<file path="config.mk">
export PLATFORM = sky130hd
export DESIGN_NAME = pswallow_fbdiv
export DESIGN_NICKNAME = d
export VERILOG_FILES = /design/src/rtl/pswallow_pkg.sv /design/src/rtl/pswallow_prescaler.sv /design/src/rtl/pswallow_swallow_ctrl.sv /design/src/rtl/pswallow_ref_div.sv /design/src/rtl/pswallow_fbdiv.sv
export SDC_FILE = /design/constraint.sdc
export NUM_CORES = 1
export LEC_CHECK = 0
export BUFFER_PORTS_ARGS = -buffer_cell sky130_fd_sc_hd__buf_4
export CAP_MARGIN = 20
export CORE_ASPECT_RATIO = 1.2
export CORE_MARGIN = 2
export CORE_UTILIZATION = 50
export DETAILED_ROUTE_END_ITERATION = 8
export PLACE_DENSITY_LB_ADDON = 0.08
export SLEW_MARGIN = 20
export SYNTH_ARGS = -nofsm -noshare
export SYNTH_HDL_FRONTEND = slang
export SYNTH_SLANG_ARGS = --single-unit
</file>
<file path="constraint.sdc">
create_clock -name clk_i -period 5.4 [get_ports clk_i]
set_input_delay 0.81 -clock clk_i [delete_from_list [all_inputs] [get_ports clk_i]]
set_output_delay 0.81 -clock clk_i [all_outputs]
set_load 0.03 [all_outputs]
</file>
<file path="src/rtl/pswallow_pkg.sv">
package pswallow_pkg;

    localparam int A_W      = 5;
    localparam int N_W      = 11;
    localparam int R_W      = 11;
    localparam int PRESCALE = 32;
    localparam int MIN_CNT  = 3;
    localparam int PC_W     = $clog2(PRESCALE + 1);

    typedef enum logic {
        MOD_LOW  = 1'b0,   // divide by PRESCALE
        MOD_HIGH = 1'b1    // divide by PRESCALE + 1
    } modulus_e;

    typedef struct packed {
        logic [N_W-1:0] swallow;      // effective swallow count, <= main
        logic [N_W-1:0] main;         // effective main count, >= MIN_CNT
        logic           main_clamped;
        logic           swallow_bad;
    } fb_cfg_t;

    typedef struct packed {
        logic [R_W-1:0] count;
        logic           clamped;
    } ref_cfg_t;

    function automatic fb_cfg_t build_fb_cfg(input logic [A_W-1:0] a,
                                             input logic [N_W-1:0] n);
        fb_cfg_t        c;
        logic [N_W-1:0] aw;
        aw             = N_W'(a);
        c.main_clamped = (n < N_W'(MIN_CNT));
        c.main         = c.main_clamped ? N_W'(MIN_CNT) : n;
        c.swallow_bad  = (aw > c.main);
        c.swallow      = c.swallow_bad ? c.main : aw;
        return c;
    endfunction

    function automatic ref_cfg_t build_ref_cfg(input logic [R_W-1:0] r);
        ref_cfg_t c;
        c.clamped = (r < R_W'(MIN_CNT));
        c.count   = c.clamped ? R_W'(MIN_CNT) : r;
        return c;
    endfunction

endpackage

</file>
<file path="src/rtl/pswallow_prescaler.sv">
module pswallow_prescaler
    import pswallow_pkg::*;
(
    input  logic     clk_i,
    input  logic     rst_i,
    input  modulus_e mode_i,
    output logic     tick_o
);

    logic [PC_W-1:0] pc_q;
    logic [PC_W-1:0] final_cnt;

    assign final_cnt = (mode_i == MOD_HIGH) ? PC_W'(PRESCALE) : PC_W'(PRESCALE - 1);
    assign tick_o    = (pc_q == final_cnt);

    always_ff @(posedge clk_i) begin
        if (rst_i)       pc_q <= '0;
        else if (tick_o) pc_q <= '0;
        else             pc_q <= pc_q + 1'b1;
    end

    // the count never passes the high modulus
    assert_pc_bound_R1: assert property (@(posedge clk_i) disable iff (rst_i)
        pc_q <= PC_W'(PRESCALE));
    // each period end restarts the count
    assert_pc_wrap_R1: assert property (@(posedge clk_i) disable iff (rst_i)
        tick_o |=> (pc_q == '0));
    // the modulus is held for a whole prescaler period
    assert_mode_steady_R1: assert property (@(posedge clk_i) disable iff (rst_i)
        !tick_o |=> $stable(mode_i));

endmodule

</file>
<file path="src/rtl/pswallow_swallow_ctrl.sv">
module pswallow_swallow_ctrl
    import pswallow_pkg::*;
(
    input  logic     clk_i,
    input  logic     rst_i,
    input  logic     tick_i,
    input  fb_cfg_t  cfg_i,
    output modulus_e mode_o,
    output logic     wrap_o,
    output fb_cfg_t  act_o
);

    logic [N_W-1:0] per_q;
    fb_cfg_t        act_q;
    logic           last_period;

    assign last_period = (per_q == act_q.main - 1'b1);
    assign wrap_o      = tick_i && last_period;
    assign mode_o      = (per_q < act_q.swallow) ? MOD_HIGH : MOD_LOW;
    assign act_o       = act_q;

    always_ff @(posedge clk_i) begin
        if (rst_i) begin
            per_q <= '0;
            act_q <= cfg_i;
        end else if (tick_i) begin
            if (last_period) begin
                per_q <= '0;
                act_q <= cfg_i;
            end else begin
                per_q <= per_q + 1'b1;
            end
        end
    end

    // the period index stays inside the main count
    assert_period_bound_R1: assert property (@(posedge clk_i) disable iff (rst_i)
        per_q < act_q.main);
    // the active main count is never below the minimum
    assert_main_min_R3: assert property (@(posedge clk_i) disable iff (rst_i)
        act_q.main >= N_W'(MIN_CNT));
    // the active swallow count never exceeds the main count
    assert_swallow_le_main_R4: assert property (@(posedge clk_i) disable iff (rst_i)
        act_q.swallow <= act_q.main);
    // the settings change only at a cycle end
    assert_cfg_hold_R7: assert property (@(posedge clk_i) disable iff (rst_i)
        !wrap_o |=> $stable(act_q));

endmodule

</file>
<file path="src/rtl/pswallow_ref_div.sv">
module pswallow_ref_div
    import pswallow_pkg::*;
(
    input  logic           clk_i,
    input  logic           rst_i,
    input  logic [R_W-1:0] ref_i,
    output logic           wrap_o,
    output logic           clamped_o
);

    logic [R_W-1:0] rc_q;
    ref_cfg_t       act_q;

    assign wrap_o    = (rc_q == act_q.count - 1'b1);
    assign clamped_o = act_q.clamped;

    always_ff @(posedge clk_i) begin
        if (rst_i) begin
            rc_q  <= '0;
            act_q <= build_ref_cfg(ref_i);
        end else if (wrap_o) begin
            rc_q  <= '0;
            act_q <= build_ref_cfg(ref_i);
        end else begin
            rc_q  <= rc_q + 1'b1;
        end
    end

    // the count stays inside the active ratio
    assert_ref_bound_R5: assert property (@(posedge clk_i) disable iff (rst_i)
        rc_q < act_q.count);
    // the active reference ratio is never below the minimum
    assert_ref_min_R6: assert property (@(posedge clk_i) disable iff (rst_i)
        act_q.count >= R_W'(MIN_CNT));
    // the reference setting changes only at a cycle end
    assert_ref_hold_R7: assert property (@(posedge clk_i) disable iff (rst_i)
        !wrap_o |=> $stable(act_q));

endmodule

</file>
<file path="src/rtl/pswallow_fbdiv.sv">
module pswallow_fbdiv
    import pswallow_pkg::*;
(
    input  logic           clk_i,
    input  logic           rst_i,
    input  logic [A_W-1:0] swallow_i,
    input  logic [N_W-1:0] main_i,
    input  logic [R_W-1:0] ref_i,
    output logic           fb_pulse_o,
    output logic           ref_pulse_o,
    output logic           main_clamped_o,
    output logic           swallow_invalid_o,
    output logic           ref_clamped_o
);

    modulus_e mode;
    logic     tick;
    logic     fb_wrap;
    logic     ref_wrap;
    fb_cfg_t  fb_next;
    fb_cfg_t  fb_act;

    assign fb_next = build_fb_cfg(swallow_i, main_i);

    pswallow_prescaler u_presc (
        .clk_i  (clk_i),
        .rst_i  (rst_i),
        .mode_i (mode),
        .tick_o (tick)
    );

    pswallow_swallow_ctrl u_ctrl (
        .clk_i  (clk_i),
        .rst_i  (rst_i),
        .tick_i (tick),
        .cfg_i  (fb_next),
        .mode_o (mode),
        .wrap_o (fb_wrap),
        .act_o  (fb_act)
    );

    pswallow_ref_div u_ref (
        .clk_i     (clk_i),
        .rst_i     (rst_i),
        .ref_i     (ref_i),
        .wrap_o    (ref_wrap),
        .clamped_o (ref_clamped_o)
    );

    assign main_clamped_o    = fb_act.main_clamped;
    assign swallow_invalid_o = fb_act.swallow_bad;

    always_ff @(posedge clk_i) begin
        if (rst_i) begin
            fb_pulse_o  <= 1'b0;
            ref_pulse_o <= 1'b0;
        end else begin
            fb_pulse_o  <= fb_wrap;
            ref_pulse_o <= ref_wrap;
        end
    end

    // pulses are one clock wide
    assert_fb_single_R2: assert property (@(posedge clk_i) disable iff (rst_i)
        fb_pulse_o |=> !fb_pulse_o);
    assert_ref_single_R2: assert property (@(posedge clk_i) disable iff (rst_i)
        ref_pulse_o |=> !ref_pulse_o);
    // a feedback cycle ends only on a prescaler period end
    assert_wrap_on_tick_R1: assert property (@(posedge clk_i) disable iff (rst_i)
        fb_wrap |-> tick);

endmodule

</file>
==> flow_metrics.env <==
export IMPL_p_seq_share_pct=52.8
export IMPL_synth_main_ff_cell="edfxtp_1"
export IMPL_p_int_uw=826
export IMPL_yosys_area_top_type="edfxtp_1"
export IMPL_synth_fa_ha_area_share_pct=6.57
export IMPL_fin_skew_ns=0.00977
export IMPL_postRouteAntennaNets=0
export IMPL_setup_tns_final_ns=0
export IMPL_row_count=34
export IMPL_synth_area_top_cells="edfxtp_1, dfxtp_1, ha_1, xnor2_1, xor2_1"
export IMPL_port_buffers=33
export IMPL_syn_avg_cell_area_sq_um=9.76
export IMPL_tightest_slew_ns=0.971
export IMPL_wirelength_um=7210
export IMPL_synth_compound_area_share_pct=10.5
export IMPL_crit_arrival_ns=3.67
export IMPL_startpoint_type="input port"
export IMPL_wl_per_cell_um=14.3
export IMPL_power_total_mw=1.10
export IMPL_grtUsageTotal_pct=18.3
export IMPL_synth_edff_count=36
export IMPL_whs_endpoint="u_presc.pc_q[0]"
export IMPL_min_delay_path_class="reg -> reg"
export IMPL_p_leak_nw=1.66
export IMPL_pwr_share_clk_pct=36.4
export IMPL_grt_max_degree=27
export IMPL_clk_pin_slew_ns=0.07
export IMPL_synthArstFlopShare_pct=0
export IMPL_cts_resized_gates=0
export IMPL_fin_crit_sh_pct=66.4
export IMPL_cts_root_buf="clkbuf_8"
export IMPL_antenna_found_initial=0
export IMPL_area_growth_pct=12.2
export IMPL_grt_pass1_wl_um=12300
export IMPL_num_io_pins=34
export IMPL_synthCells=390
export IMPL_clock_latency_ns=0.34
export IMPL_via_per_inst=5.58
export IMPL_htree_levels=3
export IMPL_dp_cells=489
export IMPL_grt_pass1_vias=2657
export IMPL_drtIter0Drc=107
export IMPL_clock_sinks=66
export IMPL_nNetsFinal=459
export IMPL_p_sw_share_pct=24.8
export IMPL_rsz0062_at_grt="false"
export IMPL_reg2reg_slack_ns=1.83
export IMPL_hold_depth=1
export IMPL_p_comb_share_pct=10.8
export IMPL_setup_ws_ns=1.81
export IMPL_timing_fmax_mhz=279
export IMPL_critPathKind="in -> reg"
export IMPL_drv_slew=0
export IMPL_ys_ff_latch=66
export IMPL_cts_tree="done"
export IMPL_path_cells="buf_4, nor4_1, nand2_1, nor3_1, nor2_1, ha_1, nor2b_1, o21a_1, o21ai_0, nand2b_1, a21oi_1, a311oi_1, mux2_2"
export IMPL_drt_pass1_iterations=5
export IMPL_cp_slowest_stage_delay_ns=0.79
export IMPL_cellPowerDensity_mw_per_mm2=257
export IMPL_hold_viol=0
export IMPL_num_antenna_cells=0
export IMPL_overflow=0
export IMPL_ctsHoldBuffers=0
export IMPL_setup_viol=0
export IMPL_die_area_sq_mm=0.00833
export IMPL_run_status="finished clean"
export IMPL_place_hpwl_um=5230
export IMPL_synthMuxAreaShare_pct=2.30
export IMPL_path_max_fanout=6
export IMPL_fin_crit_ns=3.59
export IMPL_synth_distinct_cells=56
export IMPL_coreArea_sq_mm=0.00732
export IMPL_vias=2816
export IMPL_netlist_area_sq_mm=0.00381
export IMPL_nFillCells=629
export IMPL_post_cts_buffers=0
export IMPL_ff2ff_path_depth=8
export IMPL_slew_headroom_pct=34.8
export IMPL_floorplan_initialDensity_pct=52.0
export IMPL_gp_congestion=0.852
export IMPL_synth_xor_area_share_pct=8.74
export IMPL_yosys_area_share_simple_pct=21.7
export IMPL_drive_above_1_share_pct=14.9
export IMPL_place_ws_ns=1.46
export IMPL_cts_buffers=9
export IMPL_synth_top_area_share_pct=28.4
export IMPL_cp_required_ns=5.48
export IMPL_r2r_start="u_ctrl.act_o[2]"
export IMPL_drv_cap=0
export IMPL_switching_power_uw=273
export IMPL_synth_most_common_cell="edfxtp_1"
export IMPL_clk_path_buf_depth=2
export IMPL_reg2reg_to="u_ctrl.act_o[23]"
export IMPL_drc_errors=0
export IMPL_crit_path_top_delay_cell="a311oi_1"
export IMPL_fin_cells=505
export IMPL_die_width_um=83.7
export IMPL_yosysWarnings=0
export IMPL_hp_start="u_presc.pc_q[0]"
export IMPL_seq_area_frac_synth_pct=44.2
export IMPL_finish_utilization_pct=58.4
export IMPL_ir_worst_vdd_v=0.000188
export IMPL_cp_end_kind="register"
export IMPL_synth_common_cells="edfxtp_1, dfxtp_1, nor2_1, inv_1"
export IMPL_synth_top_family_by_area="simple AND/OR/NAND/NOR gates"
export IMPL_die_h_um=99.6
## worst max-delay path: cells and delay by family
family          cells  cell delay, ns
fa+ha+maj           1            0.30
simple gates        6            1.00
compound gates      4            1.03
mux                 1            0.42
buf+inv             1            0.11
## metrics by stage
stage / instance area [sq um] / hold slack [ns]
floorplan: 3830 / 0.437
global placement: 4070 / 0.463
detailed placement: 4080 / 0.467
CTS: 4270 / 0.486
global route: 4270 / 0.522
finish: 4270 / 0.483
## layout make-up
class                           instances  area, sq um  area share [%]
Timing Repair Buffer                   33          248            5.80
Tap cell                               90          113            2.64
Clock buffer                           13          174            4.07
Inverter                               28          105            2.46
Sequential cell                        66         1680            39.4
Clock inverter                          3         21.3           0.498
Multi-Input combinational cell        272         1930            45.2
## cell usage in the layout (no fill, tap or decap), drive strengths merged, types with 8 or more instances in the layout
master	synthesis	routed
dfxtp	30	30
nor2b	8	8
nand3	17	17
a21oi	12	12
clkbuf	26	13
and3	12	12
edfxtp	36	36
ha	20	20
xnor2	25	25
xor2	13	13
nor3	12	12
nor4b	8	8
buf	3	33
nor2	30	30
inv	28	29
nand2	13	13
## metal layers
metal | global-route usage, % | share of wire [%] | up-vias
li1 | - | - | 1437
met1 | 25.5 | 50 | 1316
met2 | 27.9 | 45 | 55
met3 | 3.65 | 3.2 | 8
met4 | 7.82 | 1.5 | 0
met5 | 0 | 0 | -
## how the worst max path moves through the flow
stage / start / endpoint / cells past startpoint
4_1_cts: main_i[7] / u_ctrl.act_o[16] / 13
5_1_grt: main_i[7] / u_ctrl.act_o[15] / 13
2_1_floorplan: u_ctrl.act_o[2] / u_ctrl.act_o[0] / 9
3_3_place_gp: u_ctrl.act_o[2] / u_ctrl.act_o[0] / 8
3_5_place_dp: main_i[7] / u_ctrl.act_o[16] / 13
6_report: main_i[7] / u_ctrl.act_o[15] / 13
## cells by family after synthesis
kind of cell               Yosys count
AOI/OAI and AO/OA                   55
DFF                                 66
other                                1
buffers and inverters               57
and+or+nand+nor                    145
adders and majority gates           20
muxes                                8
xor gates and xnor gates            38
## flip-flops by register name, indices dropped and copies added (netlist names)
name / count
u_ctrl.per_q: 11
u_ctrl.act_o: 24
u_ref.rc_q: 11
u_ref.act_q: 11
ref_pulse_o: 1
fb_pulse_o: 1
u_ref.clamped_o: 1
u_presc.pc_q: 6
## power by group through the flow
stage,combinational (mW),clock [mW],sequential [mW]
after floorplan,0.0863,0,0.584
after global placement,0.115,0,0.591
after detailed placement,0.118,0,0.591
after CTS,0.119,0.410,0.580
after global routing,0.134,0.430,0.584
final,0.118,0.400,0.580
(Power assumes the default switching activity.)
